==> src/rtl/ebs_pkg.sv <==
package ebs_pkg;
  typedef enum logic [1:0] {
    CYC_CODE  = 2'd0,
    CYC_READ  = 2'd1,
    CYC_WRITE = 2'd2
  } cyc_e;
endpackage

==> src/rtl/ebs_timebase.sv <==
module ebs_timebase #(
  parameter int TICKS = 12,
  parameter int HALF  = 6,
  parameter int TW    = 4
) (
  input  logic          clk_i,
  input  logic          rst_ni,
  output logic [TW-1:0] tick_o,
  output logic [TW-1:0] hph_o,
  output logic          slot_end_o,
  output logic          mcyc_end_o
);
  logic [TW-1:0] tick_q;

  // reset parks on the last tick so the first edge opens tick 0
  always_ff @(posedge clk_i or negedge rst_ni) begin
    if (!rst_ni)                        tick_q <= TW'(TICKS - 1);
    else if (tick_q == TW'(TICKS - 1))  tick_q <= '0;
    else                                tick_q <= tick_q + TW'(1);
  end

  always_comb begin
    tick_o     = tick_q;
    hph_o      = (tick_q >= TW'(HALF)) ? tick_q - TW'(HALF) : tick_q;
    mcyc_end_o = (tick_q == TW'(TICKS - 1));
    slot_end_o = mcyc_end_o || (tick_q == TW'(HALF - 1));
  end
endmodule

==> src/rtl/ebs_req_latch.sv <==
module ebs_req_latch
  import ebs_pkg::*;
#(
  parameter int AW = 16,
  parameter int DW = 8,
  parameter int HW = AW - DW
) (
  input  logic          clk_i,
  input  logic          rst_ni,
  input  logic          slot_end_i,
  input  logic          mcyc_end_i,
  input  logic          fetch_en_i,
  input  logic [AW-1:0] pc_i,
  input  logic          data_req_i,
  input  logic          data_we_i,
  input  logic          data_wide_i,
  input  logic [AW-1:0] data_addr_i,
  input  logic [DW-1:0] wdata_i,
  input  logic [HW-1:0] p2_i,
  output cyc_e          kind_o,
  output logic          wide_o,
  output logic [AW-1:0] daddr_o,
  output logic [DW-1:0] wdata_o,
  output logic [HW-1:0] p2_o,
  output logic [AW-1:0] pc_o,
  output logic          fen_o
);
  cyc_e          kind_q;
  logic          wide_q, fen_q;
  logic [AW-1:0] daddr_q, pc_q;
  logic [DW-1:0] wdata_q;
  logic [HW-1:0] p2_q;
  logic          next_is_data;

  // kind that governs the slot being opened
  assign next_is_data = mcyc_end_i ? data_req_i : (kind_q != CYC_CODE);

  always_ff @(posedge clk_i or negedge rst_ni) begin
    if (!rst_ni) begin
      kind_q  <= CYC_CODE;
      wide_q  <= 1'b0;
      daddr_q <= '0;
      wdata_q <= '0;
      p2_q    <= '0;
    end else if (mcyc_end_i) begin
      kind_q  <= !data_req_i ? CYC_CODE : (data_we_i ? CYC_WRITE : CYC_READ);
      wide_q  <= data_wide_i;
      daddr_q <= data_addr_i;
      wdata_q <= wdata_i;
      p2_q    <= p2_i;
    end
  end

  always_ff @(posedge clk_i or negedge rst_ni) begin
    if (!rst_ni) begin
      pc_q  <= '0;
      fen_q <= 1'b0;
    end else if (slot_end_i) begin
      pc_q  <= pc_i;
      fen_q <= fetch_en_i && !next_is_data;
    end
  end

  assign kind_o  = kind_q;
  assign wide_o  = wide_q;
  assign daddr_o = daddr_q;
  assign wdata_o = wdata_q;
  assign p2_o    = p2_q;
  assign pc_o    = pc_q;
  assign fen_o   = fen_q;
endmodule

==> src/rtl/ebs_strobe_gen.sv <==
module ebs_strobe_gen
  import ebs_pkg::*;
#(
  parameter int AW       = 16,
  parameter int DW       = 8,
  parameter int HW       = AW - DW,
  parameter int TW       = 4,
  parameter int HALF     = 6,
  parameter int ALE_END  = 2,
  parameter int STB_BEG  = 3,
  parameter int DSTB_END = 9,
  parameter int WDAT_END = 10
) (
  input  logic [TW-1:0] tick_i,
  input  logic [TW-1:0] hph_i,
  input  cyc_e          kind_i,
  input  logic          wide_i,
  input  logic [AW-1:0] daddr_i,
  input  logic [DW-1:0] wdata_i,
  input  logic [HW-1:0] p2_i,
  input  logic [AW-1:0] pc_i,
  input  logic          fen_i,
  output logic          ale_o,
  output logic          psen_n_o,
  output logic          rd_n_o,
  output logic          wr_n_o,
  output logic          ad_oe_o,
  output logic [DW-1:0] ad_o,
  output logic [HW-1:0] ahi_o,
  output logic          cap_instr_o,
  output logic          cap_rdata_o
);
  logic in_dstb;

  assign in_dstb = (tick_i >= TW'(STB_BEG)) && (tick_i <= TW'(DSTB_END));

  always_comb begin
    ale_o       = 1'b0;
    psen_n_o    = 1'b1;
    rd_n_o      = 1'b1;
    wr_n_o      = 1'b1;
    ad_oe_o     = 1'b0;
    ad_o        = pc_i[DW-1:0];
    ahi_o       = pc_i[AW-1:DW];
    cap_instr_o = 1'b0;
    cap_rdata_o = 1'b0;
    unique case (kind_i)
      CYC_CODE: begin
        ale_o       = hph_i < TW'(ALE_END);
        ad_oe_o     = hph_i < TW'(STB_BEG);
        psen_n_o    = !(fen_i && (hph_i >= TW'(STB_BEG)));
        cap_instr_o = fen_i && (hph_i == TW'(HALF - 1));
      end
      CYC_READ, CYC_WRITE: begin
        ahi_o  = wide_i ? daddr_i[AW-1:DW] : p2_i;
        ale_o  = tick_i < TW'(ALE_END);
        rd_n_o = !((kind_i == CYC_READ) && in_dstb);
        wr_n_o = !((kind_i == CYC_WRITE) && in_dstb);
        if (tick_i < TW'(STB_BEG)) begin
          ad_oe_o = 1'b1;
          ad_o    = daddr_i[DW-1:0];
        end else if ((kind_i == CYC_WRITE) && (tick_i <= TW'(WDAT_END))) begin
          ad_oe_o = 1'b1;
          ad_o    = wdata_i;
        end
        cap_rdata_o = (kind_i == CYC_READ) && (tick_i == TW'(DSTB_END));
      end
      default: ;
    endcase
  end
endmodule

==> src/rtl/ebs_capture.sv <==
module ebs_capture #(
  parameter int DW    = 8,
  parameter int LANES = 2
) (
  input  logic                       clk_i,
  input  logic                       rst_ni,
  input  logic [LANES-1:0]           cap_i,
  input  logic [DW-1:0]              ad_i,
  output logic [LANES-1:0][DW-1:0]   data_o,
  output logic [LANES-1:0]           vld_o
);
  for (genvar g = 0; g < LANES; g++) begin : g_lane
    logic [DW-1:0] data_q;
    logic          vld_q;
    always_ff @(posedge clk_i or negedge rst_ni) begin
      if (!rst_ni) begin
        data_q <= '0;
        vld_q  <= 1'b0;
      end else begin
        vld_q <= cap_i[g];
        if (cap_i[g]) data_q <= ad_i;
      end
    end
    assign data_o[g] = data_q;
    assign vld_o[g]  = vld_q;
  end
endmodule

==> src/rtl/ext_bus_seq.sv <==
module ext_bus_seq
  import ebs_pkg::*;
#(
  parameter int AW     = 16,
  parameter int DW     = 8,
  parameter int STATES = 6,
  parameter int PHASES = 2
) (
  input  logic              clk_i,
  input  logic              rst_ni,
  input  logic              fetch_en_i,
  input  logic [AW-1:0]     pc_i,
  input  logic              data_req_i,
  input  logic              data_we_i,
  input  logic              data_wide_i,
  input  logic [AW-1:0]     data_addr_i,
  input  logic [DW-1:0]     wdata_i,
  input  logic [AW-DW-1:0]  p2_i,
  input  logic [DW-1:0]     ad_i,
  output logic [DW-1:0]     ad_o,
  output logic              ad_oe_o,
  output logic [AW-DW-1:0]  ahi_o,
  output logic              ale_o,
  output logic              psen_n_o,
  output logic              rd_n_o,
  output logic              wr_n_o,
  output logic [DW-1:0]     instr_o,
  output logic              instr_vld_o,
  output logic [DW-1:0]     rdata_o,
  output logic              rdata_vld_o,
  output logic              slot_end_o,
  output logic              mcyc_end_o
);
  localparam int TICKS    = STATES * PHASES;
  localparam int HALF     = TICKS / 2;
  localparam int TW       = $clog2(TICKS);
  localparam int HW       = AW - DW;
  localparam int ALE_END  = PHASES;
  localparam int STB_BEG  = PHASES + 1;
  localparam int DSTB_END = TICKS - PHASES - 1;
  localparam int WDAT_END = TICKS - PHASES;
  localparam int LANES    = 2;

  logic [TW-1:0] tick, hph;
  cyc_e          kind;
  logic          wide, fen, cap_instr, cap_rdata;
  logic [AW-1:0] daddr, pc;
  logic [DW-1:0] wdata;
  logic [HW-1:0] p2;
  logic [LANES-1:0][DW-1:0] cap_data;
  logic [LANES-1:0]         cap_vld;

  ebs_timebase #(.TICKS(TICKS), .HALF(HALF), .TW(TW)) u_tb (
    .clk_i, .rst_ni, .tick_o(tick), .hph_o(hph),
    .slot_end_o, .mcyc_end_o
  );

  ebs_req_latch #(.AW(AW), .DW(DW), .HW(HW)) u_req (
    .clk_i, .rst_ni,
    .slot_end_i(slot_end_o), .mcyc_end_i(mcyc_end_o),
    .fetch_en_i, .pc_i, .data_req_i, .data_we_i, .data_wide_i,
    .data_addr_i, .wdata_i, .p2_i,
    .kind_o(kind), .wide_o(wide), .daddr_o(daddr), .wdata_o(wdata),
    .p2_o(p2), .pc_o(pc), .fen_o(fen)
  );

  ebs_strobe_gen #(
    .AW(AW), .DW(DW), .HW(HW), .TW(TW), .HALF(HALF), .ALE_END(ALE_END),
    .STB_BEG(STB_BEG), .DSTB_END(DSTB_END), .WDAT_END(WDAT_END)
  ) u_stb (
    .tick_i(tick), .hph_i(hph), .kind_i(kind), .wide_i(wide),
    .daddr_i(daddr), .wdata_i(wdata), .p2_i(p2), .pc_i(pc), .fen_i(fen),
    .ale_o, .psen_n_o, .rd_n_o, .wr_n_o, .ad_oe_o, .ad_o, .ahi_o,
    .cap_instr_o(cap_instr), .cap_rdata_o(cap_rdata)
  );

  ebs_capture #(.DW(DW), .LANES(LANES)) u_cap (
    .clk_i, .rst_ni, .cap_i({cap_rdata, cap_instr}), .ad_i,
    .data_o(cap_data), .vld_o(cap_vld)
  );

  assign instr_o     = cap_data[0];
  assign instr_vld_o = cap_vld[0];
  assign rdata_o     = cap_data[1];
  assign rdata_vld_o = cap_vld[1];
endmodule

==> config.mk <==
export PLATFORM = sky130hd
export DESIGN_NAME = ext_bus_seq
export DESIGN_NICKNAME = d
export VERILOG_FILES = /design/src/rtl/ebs_pkg.sv /design/src/rtl/ebs_timebase.sv /design/src/rtl/ebs_req_latch.sv /design/src/rtl/ebs_strobe_gen.sv /design/src/rtl/ebs_capture.sv /design/src/rtl/ext_bus_seq.sv
export SDC_FILE = /design/constraint.sdc
export NUM_CORES = 1
export LEC_CHECK = 0
export BUFFER_PORTS_ARGS = -buffer_cell sky130_fd_sc_hd__buf_4
export CAP_MARGIN = 30
export CORE_ASPECT_RATIO = 1.25
export CORE_MARGIN = 4
export CORE_UTILIZATION = 46
export DETAILED_ROUTE_END_ITERATION = 8
export PLACE_DENSITY = 0.75
export SYNTH_ARGS = -nofsm -noshare
export SYNTH_HDL_FRONTEND = slang
export SYNTH_SLANG_ARGS = --single-unit
==> constraint.sdc <==
create_clock -name clk_i -period 1.81 [get_ports clk_i]
set_input_delay 0.0905 -clock clk_i [delete_from_list [all_inputs] [get_ports clk_i]]
set_output_delay 0.0905 -clock clk_i [all_outputs]
set_load 0.02 [all_outputs]
==> results by group, run 1 <==
CTS
  – Root Buffer: clkbuf_8
  – Num CTS Buffers: 9
  – Worst-path clk slew: ~90 ps
  – Clock buffer depth: 2
  – Number of H-tree levels: 3
  – CTS tree: built
  – TritonCTS Sinks: 74
  – Worst-skew pair later-pin latency: 360 ps

Run status
  – Status: finished with violations
  – Failing checks: negative setup slack

Synth
  – Syn_area_per_cell: 10.3 um2
  – Synth Instances: 332
  – Synth warnings: 0
  – Synth cell types: 37
  – Cell Area, Synth: 3430 um2
  – Number of synthesized register bits: 74
  – Top post-synthesis cells by area: dfrtp_1 (52%), nand2_1 (12%), mux2_2 (8.2%)
  – Yosys top cell by area: dfrtp_1
  – Post-synthesis sequential area ratio: 54.0%
  – Net Count, Synth: 403
  – Yosys top cell area share: between 50 and 60%

Drt
  – Vias per cell: ~5.7
  – DRC viols: 0
  – DR pass1 iterations: 5
  – DRT antenna net count: 0
  – WL final: 14600 um
  – Routed length per instance: about 23 um
  – Via count: 3600
  – Initial DRC count: between 300 and 400

GRT
  – Total GRT Usage: 26.9%
  – Largest net degree at the start of global routing: between 70 and 80
  – Vias in the first global route: 3736
  – Global-route wire length before repair: between 15000 and 20000 um
  – Grt total ovfl: 0
  – Antenna violations before repair: 0

Critical path
  – CP startpoint: u_tb.tick_o[1]
  – Critical path required time: 1720 ps
  – Crit path capture: ad_o[6]
  – Critical Path AT: 2090 ps
  – Worst setup SP type: register
  – CP Max Fanout: 8
  – R2R Path End: u_req.pc_o[9]
  – Critical path class: reg -> out
  – Crit path capture type: output pin
  – FF-to-FF path depth: 10
  – Worst R2R Start: u_tb.tick_o[0]
  – Reg-to-reg slack, setup: -310 ps

Cells and area
  – Design area: 6310 um2
  – Final Util: 88.8%
  – Layout area overhead: 83.7%
  – Diodes inserted: 0
  – Fillers: 271
  – Fin nets: 612
  – Layout cells sized above 1: between 40 and 50%

Timing
  – Fin crit period: between 2000 and 2500 ps
  – Fmax: between 400 and 500 MHz
  – Fin. Hold Viols: 0
  – Unrepaired setup endpoints after global routing: yes
  – Layout Skew: between 10 and 15 ps
  – Final period util: 120%
  – Worst-margin pin slew: roughly 540 ps
  – Final slew viol count: 0
  – Setup ws final: -368 ps
  – Fin Hold WS: 6.14 ps
  – Endpoints failing setup: between 70 and 80
  – Slew Limit Headroom: 64.0%

Pwr
  – Maximum VDD drop: ~0.00067 V
  – Leak: approximately 3 nW
  – Power density over cell area: slightly above 700 nW/um2
  – Final Power: 0.00454 W

Die
  – Die height: 105 um
  – Core footprint: 7100 um2
  – IO Pins: 103
  – Horiz. Die Dim: 85.3 um
  – Die ar.: just under 9000 um2
  – Starting Density: 48.3%
  – Rows: 34

Worst hold path
  – Hold/Removal Path Class: in -> reg

Flow run
  – MaxCap Viol Count: 0

Place
  – Port buffer count: a little over 100
  – Post-DP HPWL: 6000 um
  – Gpl congestion: around 0.9
  – Cell Area, Placed: ~4500 um2
metal layers:
layer	global-route usage [%]	up-vias	wire, um
li1	-	1519	-
met2	49.2	234	7820
met4	9.95	0	760
met3	5.51	70	953
met5	0	-	0
met1	30.3	1777	5110
through the flow:
| step | worst slack [ps] | TNS, ps | std cells |
|---|---|---|---|
| global placement | -30.1 | -236 | 529 |
| finish | -368 | -10910 | 636 |
| floorplan | -45.8 | -667 | 332 |
| detailed placement | -71.9 | -817 | 529 |
| global route | -403 | -12380 | 636 |
| CTS | -297 | -3870 | 624 |
worst min path at each step:
stage | startpoint | end | slack, ps | depth (start not counted)
6_report | data_req_i | u_req.kind_o[1] | 6 | 3
3_3_place_gp | rst_ni | u_cap.g_lane[1].data_q[3] | 130 | 2
3_5_place_dp | rst_ni | u_cap.g_lane[1].data_q[7] | 130 | 2
2_1_floorplan | rst_ni | u_cap.g_lane[0].data_q[0] | -210 | 0
4_1_cts | data_req_i | u_req.kind_o[1] | 1 | 3
5_1_grt | data_req_i | u_req.kind_o[1] | -8 | 3
final cells by class:
class	count	area, um2	area share [%]
Inverter	9	38.8	0.615
Sequential cell	74	1860	29.4
Clock buffer	10	138	2.18
Tap cell	90	113	1.79
Multi-Input combinational cell	235	1990	31.5
Timing Repair Buffer	212	2060	32.7
Clock inverter	6	113	1.79
state kept, by name, summed over array words and instances, names as in the netlist:
signal               cells
u_req.wide_o             1
u_cap.g_lane.vld_q       2
u_cap.g_lane.data_q     16
u_req.p2_o               8
u_req.pc_o              16
u_req.kind_o             2
u_req.wdata_o            8
u_req.daddr_o           16
u_req.fen_o              1
u_tb.tick_o              4
synth_stat cells:
| cell | instances |
|---|---|
| and3b_1 | 1 |
| o22ai_1 | 1 |
| nand2_1 | 113 |
| inv_2 | 2 |
| a32oi_1 | 1 |
| mux2i_1 | 16 |
| nand2b_1 | 3 |
| nand4_2 | 1 |
| nand3_1 | 3 |
| mux2_4 | 7 |
| nand3b_1 | 1 |
| nor2_4 | 1 |
| buf_6 | 2 |
| nand3_4 | 1 |
| a21o_1 | 1 |
| buf_2 | 4 |
| dfstp_2 | 3 |
| buf_1 | 1 |
| mux2_2 | 25 |
| and2_1 | 1 |
| a311o_1 | 1 |
| xnor2_1 | 1 |
| nor3_1 | 1 |
| a41oi_1 | 1 |
| nor2b_1 | 3 |
| o2111ai_1 | 1 |
| a22oi_1 | 1 |
| a21oi_1 | 11 |
| inv_1 | 7 |
| ha_1 | 9 |
| o21ai_0 | 15 |
| clkbuf_1 | 8 |
| o21bai_1 | 1 |
| nor2_1 | 11 |
| a32o_1 | 1 |
| buf_4 | 1 |
| dfrtp_1 | 71 |
where the power goes:
group / leakage, nW / internal (W) / total (W) / switching (W)
clock: 0.127 / 0.000960 / 0.00166 / 0.000700
combinational: 2.00 / 0.000550 / 0.00104 / 0.000491
sequential: 0.877 / 0.00176 / 0.00184 / 0.0000859
total: 3.01 / 0.00326 / 0.00454 / 0.00128
logic make-up (layout without fill, tap and decap cells):
| family | count (synthesis) | count (layout) | synth area share [%] |
|---|---|---|---|
| AOI/OAI and AO/OA | 35 | 35 | 5.98 |
| xor gates and xnor gates | 1 | 1 | 0.255 |
| adders and majority gates | 9 | 9 | 3.28 |
| buffers and inverters | 25 | 237 | 3.43 |
| DFF | 74 | 74 | 54.0 |
| muxes | 48 | 48 | 15.9 |
| and+or+nand+nor | 140 | 142 | 17.1 |
placed cells by master (no fill, tap or decap), types with 7 or more instances in the layout:
cell,n
dfrtp_1,71
nor2_1,10
buf_6,40
mux2_2,8
clkbuf_8,10
mux2i_1,10
o21ai_4,8
dlygate4sd3_1,59
buf_4,100
a21oi_4,7
mux2_4,24
nand2_1,104
nand2_4,8
critical path, cell delays in order, from the launching register on:
cell	delay, ps
dfstp_2	560
buf_6	120
buf_6	100
buf_6	90
nand2b_4	50
a32oi_4	320
buf_12	200
nand2_4	70
o21ai_4	60
buf_6	130
timing repair:
action / in CTS / in global routing
pin swaps: 20 / 16
endpoints found under the setup margin: 41 / 69
gates cloned: 4 / 3
hold endpoints to repair: 137 / 0
hold buffers: 59 / 0
gates resized for setup: 91 / 58
setup buffers: 19 / 11
(Power assumes the default switching activity.)
==> inputs of run 2 (changes only) <==
- CORE_UTILIZATION: 46 -> 40
- PLACE_DENSITY: 0.75 -> 0.67
==> run 2 against run 1 <==
The run still ends with negative setup slack left. Global-route usage fell by 7.3 points. Final cell count rose by 0.16%. Non-clock buffer count fell by 5. Wire length fell by 32%. Critical endpoint is now ad_o[2]. Largest cell class unchanged.
==> results by group, run 2 (same netlist as run 1, synthesis figures left out) <==
Timing
  – Fin crit period: 2170 ps (-7.23 ps)
  – Setup ws final: -361 ps (+7.23 ps)
  – Final period util: 120% (-0.40 points)
  – Endpoints failing setup: 32 (-58%)
  – Unrepaired setup endpoints after global routing: yes
  – Final slew viol count: 0 (unchanged)
  – Layout Skew: 18.2 ps (+6.79 ps)
  – Worst-margin pin slew: 481 ps (-58.9 ps)
  – Fmax: 461 MHz (+0.33%)
  – Fin. Hold Viols: 0 (unchanged)
  – Slew Limit Headroom: 67.9% (+3.9 points)

Cells and area
  – Diodes inserted: 0 (unchanged)
  – Layout area overhead: 70.3%
  – Most frequent cells in the layout: buf_4 (113), nand2_1 (105), dfrtp_1 (71)
  – Layout cells sized above 1: 45.0% (-3.9 points)
  – Fin nets: 606 (-0.98%)
  – Fillers: 556 (+110%)
  – Commonest non-fill, non-tap cell in the layout: buf_4
  – Final Util: 70.6% (-18 points)

Drt
  – Vias per cell: 4.82 (-15%)
  – Via count: 3073 (-15%)
  – WL final: 10000 um (-32%)
  – DRC viols: 0 (unchanged)
  – DRT antenna net count: 0 (unchanged)
  – Routed length per instance: 15.7 um (-32%)
  – Initial DRC count: 149 (-58%)
  – DR pass1 iterations: 4 (-1)

CTS
  – Num CTS Buffers: 9 (unchanged)
  – Number of H-tree levels: 3 (unchanged)
  – CTS tree: built
  – Root Buffer: clkbuf_8
  – Worst-skew pair later-pin latency: 360 ps (about the same)
  – TritonCTS Sinks: 74 (unchanged)
  – Clock buffer depth: 2 (unchanged)
  – Worst-path clk slew: 80 ps (about the same)

GRT
  – Largest net degree at the start of global routing: 44 (-41%)
  – Met2 Usage GRT: 35.0% (-14 points)
  – Global-route wire length before repair: 15900 um (-15%)
  – Grt total ovfl: 0 (unchanged)
  – Met3 Track Usage GR: 4.80% (-0.71 points)
  – Total GRT Usage: 19.6% (-7.3 points)
  – Vias in the first global route: 3280 (-12%)
  – GR Util met1: 22.9% (-7.4 points)
  – Top Usage Layer GRT: met2
  – Antenna violations before repair: 0 (unchanged)

Die
  – Core footprint: 8290 um2 (+17%)
  – Horiz. Die Dim: 90.9 um (+6.6%)
  – Die ar.: 10100 um2 (+14%)
  – Starting Density: 41.4% (-6.9 points)
  – IO Pins: 103 (unchanged)
  – Die height: 112 um (+6.7%)
  – Rows: 37 (+8.8%)

Worst hold path
  – Hold/Removal Path Class: in -> reg

Critical path
  – Crit path capture type: output pin
  – Slowest-stage cell, CP: dfstp_2
  – Critical path required time: 1720 ps (about the same)
  – Worst setup SP type: register
  – CP max stage delay: 550 ps (about the same)
  – Critical path class: reg -> out
  – WP buf/inv: 4 (-1)
  – CP Max Fanout: 8 (unchanged)
  – Critical Path AT: 2080 ps (about the same)
  – CP Cell Sequence: buf_6, ha_4, o21bai_4, a32oi_4, buf_12, buf_12, nand2_2, o21ai_2, buf_6
  – Top Family by Delay on Critical Path: buffers and inverters

Pwr
  – Power density over cell area: 670 nW/um2 (-6.9%)
  – Leak: 2.87 nW (-4.4%)
  – Final Power: 0.00392 W (-14%)
  – Maximum VDD drop: 0.000450 V (-33%)

Place
  – Port buffer count: 102 (unchanged)
  – Gpl congestion: 0.794 (-10%)
  – Post-DP HPWL: 5910 um (-1.5%)

Run status
  – Failing checks: negative setup slack
  – Status: finished with violations

Flow run
  – MaxCap Viol Count: 0 (unchanged)
-- run 2: report_power, final --
part | total (W) | internal, W | switching (W)
clock network | 0.00120 | 0.000518 | 0.000683
logic | 0.000901 | 0.000504 | 0.000396
registers | 0.00182 | 0.00176 | 0.0000615
total | 0.00392 | 0.00278 | 0.00114
-- run 2: per-layer routing --
metal	vias up	wire length, um	part of all wire (%)
met5	-	0	0
met4	0	224	2.2
met3	19	411	4.1
met2	79	5360	53
met1	1466	4030	40
li1	1509	-	-
-- run 2: worst paths after layout --
path / slack (ps) / startpoint / to / depth (start not counted)
worst min register to register: 480 / u_req.daddr_o[8] / u_req.daddr_o[8] / 2
worst min-delay path: 20 / fetch_en_i / u_req.fen_o / 3
max in group asynchronous: 950 / rst_ni / u_tb.tick_o[0] / 3
worst max register to register: -160 / u_tb.tick_o[1] / u_cap.g_lane[0].data_q[2] / 7
worst max-delay path: -360 / u_tb.tick_o[1] / ad_o[2] / 9
min in group asynchronous: 230 / rst_ni / u_req.pc_o[11] / 2
-- run 2: worst min-delay path, stage by stage --
cell and delay, ps:
buf_4 110, o2111ai_2 70, o21ai_1 50
-- run 2: layout make-up --
class | count | area (um2) | area share, %
clock inverters | 7 | 60.1 | 1.03
flip-flops and latches | 74 | 1860 | 31.7
inverters | 9 | 41.3 | 0.706
clock buffers | 9 | 124 | 2.12
multi-input cells | 234 | 1760 | 30.0
well taps | 97 | 121 | 2.08
repair buffers | 207 | 1890 | 32.3
-- run 2: metrics by stage --
step	setup WS [ps]	std cells	area, um2	hold WS, ps	TNS, ps
after floorplan	-45.8	332	3540	-205	-667
after global placement	-55.0	536	4510	61.7	-679
after detailed placement	-75.3	536	4510	64.3	-1250
after CTS	-312	629	5660	5.14	-4930
after global routing	-434	637	5850	3.63	-8550
final	-361	637	5850	17.7	-5330
-- run 2: timing repair --
| action | 4_1_cts | 5_1_grt |
|---|---|---|
| endpoints found under the hold margin | 98 | 0 |
| pin swaps | 10 | 11 |
| cloned | 2 | 0 |
| setup endpoints to repair | 38 | 48 |
| buffers inserted | 15 | 9 |
| resized for setup | 53 | 34 |
| hold buffers | 60 | 0 |
==> inputs of run 3 (changes only) <==
==> constraint.sdc (replaced) <==
create_clock -name clk_i -period 1.93 [get_ports clk_i]
set_input_delay 0.0965 -clock clk_i [delete_from_list [all_inputs] [get_ports clk_i]]
set_output_delay 0.0965 -clock clk_i [all_outputs]
set_load 0.005 [all_outputs]
==> run 3 against run 2 <==
The flow still finishes with violations (negative setup slack). Combinational power fell by 26%. Die area did not move. Setup slack improved by 130 ps. Non-clock buffer count fell by 6. Clock skew fell by 6.1 ps. Sequential cell count did not move. Clock power rose by 7%. Hold slack improved by 14 ps. Count of clock-buffer cells in the layout rose by 2. Sequential power fell by 6%.
==> results by group, run 3 (same netlist as run 1, synthesis figures left out) <==
Pwr
  – Power density over cell area: 646 nW/um2 (-3.6%)
  – Sw frac: 25.1% (-4.0 points)
  – Sequential Power Share: 46.7% (+0.3 points)
  – Leak: 2.77 nW (-3.5%)
  – Logic pwr share: 18.2% (-4.8 points)
  – Maximum VDD drop: 0.000552 V (+23%)
  – Clk pwr share: 35.1% (+4.4 points)
  – Switching power total: 0.000916 W (-20%)
  – Pint: 0.00274 W (-1.5%)

Place
  – Gpl congestion: 0.813 (+2.4%)
  – Post-DP HPWL: 5760 um (-2.5%)
  – Inst Count DP: 531 (-0.93%)
  – Port buffer count: 102 (unchanged)
  – Cell Area, Placed: 4390 um2 (-2.8%)

Die
  – Die height: 112 um (unchanged)
  – Horiz. Die Dim: 90.9 um (unchanged)
  – Core footprint: 8290 um2 (unchanged)
  – IO Pins: 103 (unchanged)
  – Die ar.: 10100 um2 (unchanged)
  – Rows: 37 (unchanged)
  – Starting Density: 41.4% (unchanged)

Timing
  – Final slew viol count: 0 (unchanged)
  – Setup ws final: -232 ps (+129 ps)
  – Fin crit period: about 2200 ps
  – Fin. Hold Viols: 0 (unchanged)
  – Fmax: around 460 MHz
  – Setup_tns: -3210 ps (+2120 ps)
  – Final period util: 112%
  – Fin Hold WS: 31.6 ps (+14.0 ps)
  – Endpoints failing setup: 26 (-19%)
  – Layout Skew: 12.0 ps (-6.13 ps)
  – Worst-margin pin slew: 491 ps (+9.77 ps)
  – Unrepaired setup endpoints after global routing: yes
  – Slew Limit Headroom: 67.3% (-0.65 points)

Cells and area
  – Layout cells sized above 1: 43.4% (-1.6 points)
  – Final Util: 68.3% (-2.3 points)
  – Most frequent cells in the layout: buf_4 (131), nand2_1 (105), dfrtp_1 (71)
  – Design area: 5660 um2 (-3.3%)
  – Commonest non-fill, non-tap cell in the layout: buf_4
  – Fillers: 599 (+7.7%)
  – Final std cells w/o fill: 631 (-0.94%)
  – Fin nets: 600 (-0.99%)
  – Layout area overhead: 64.8%
  – Diodes inserted: 0 (unchanged)

CTS
  – Number of H-tree levels: 3 (unchanged)
  – CTS tree: built
  – Worst-skew pair later-pin latency: 350 ps (about the same)
  – Worst-path clk slew: 80 ps (about the same)
  – TritonCTS Sinks: 74 (unchanged)
  – Root Buffer: clkbuf_8
  – Clock buffer depth: 2 (unchanged)
  – Num CTS Buffers: 9 (unchanged)

Worst hold path
  – Hold/Removal Path Class: in -> reg

GRT
  – Vias in the first global route: 3284 (+0.12%)
  – Largest net degree at the start of global routing: 42 (-4.5%)
  – Global-route wire length before repair: 15600 um (-1.3%)
  – Antenna violations before repair: 0 (unchanged)
  – Grt total ovfl: 0 (unchanged)
  – Total GRT Usage: 19.2% (-0.47 points)

Critical path
  – Crit path capture type: output pin
  – Reg-to-reg slack, setup: -100 ps (+60 ps)
  – Worst setup SP type: register
  – Critical Path AT: 2070 ps (about the same)
  – CP Max Fanout: 6 (-2)
  – Critical path class: reg -> out
  – Critical path required time: 1830 ps (+110 ps)

Drt
  – DR pass1 iterations: 5 (+1)
  – DRT antenna net count: 0 (unchanged)
  – Via count: 3141 (+2.2%)
  – Vias per cell: 4.98 (+3.2%)
  – Routed length per instance: 15.8 um (+0.18%)
  – DRC viols: 0 (unchanged)
  – Initial DRC count: 161 (+8.1%)
  – WL final: 9940 um (-0.77%)

Run status
  – Status: finished with violations
  – Failing checks: negative setup slack

Flow run
  – MaxCap Viol Count: 0 (unchanged)
run 3: per-layer routing:
metal | share of wire [%] | routed length (um) | global-route usage, %
met4 | 2.4 | 241 | 8.55
met1 | 41 | 4030 | 22.5
met2 | 52 | 5190 | 33.7
met3 | 4.7 | 472 | 3.85
met5 | 0 | 0 | 0
run 3: area by class of cell:
class | count | area [um2] | area share (%)
Timing Repair Buffer | 201 | 1730 | 30.5
Inverter | 9 | 37.5 | 0.663
Clock inverter | 5 | 61.3 | 1.08
Sequential cell | 74 | 1860 | 32.8
Clock buffer | 11 | 151 | 2.68
Multi-Input combinational cell | 234 | 1700 | 30.1
Tap cell | 97 | 121 | 2.15
run 3: path summary, 6_finish.rpt:
kind	depth (start not counted)	from	to
max	8	u_tb.tick_o[1]	rd_n_o
min	3	fetch_en_i	u_req.fen_o
max reg2reg	6	u_tb.tick_o[1]	u_cap.g_lane[0].data_q[3]
min reg2reg	2	u_req.daddr_o[14]	u_req.daddr_o[14]
max in group asynchronous	3	rst_ni	u_tb.tick_o[1]
min in group asynchronous	2	rst_ni	u_req.kind_o[1]
run 3: worst max-delay path, stage by stage, from the launching register on:
cell and delay [ps]:
dfstp_2 590, buf_4 160, clkinvlp_4 170, ha_4 210, nor2_1 110, o21ai_0 100, and3b_1 210, nand2_1 80
buf_4 110
run 3: through the flow:
| step | setup WS (ps) | total power [W] |
|---|---|---|
| final | -232 | 0.00365 |
| after global placement | -23.5 | 0.00221 |
| after global routing | -318 | 0.00382 |
| after floorplan | 65.5 | 0.00190 |
| after CTS | -156 | 0.00364 |
| after detailed placement | -37.9 | 0.00222 |
run 3: power groups by stage:
stage	clock [W]	combinational (W)	sequential (W)
2_1_floorplan	0	0.000178	0.00172
3_3_place_gp	0	0.000484	0.00173
3_5_place_dp	0	0.000489	0.00173
4_1_cts	0.00130	0.000632	0.00170
5_1_grt	0.00138	0.000722	0.00172
6_report	0.00128	0.000664	0.00171
run 3: timing repair:
| action | 4_1_cts | 5_1_grt |
|---|---|---|
| setup endpoints to repair | 20 | 30 |
| buffers inserted | 10 | 13 |
| hold buffers | 60 | 0 |
| hold endpoints to repair | 99 | 0 |
| pin swaps | 13 | 6 |
| gates cloned | 2 | 0 |
| resized for setup | 41 | 31 |
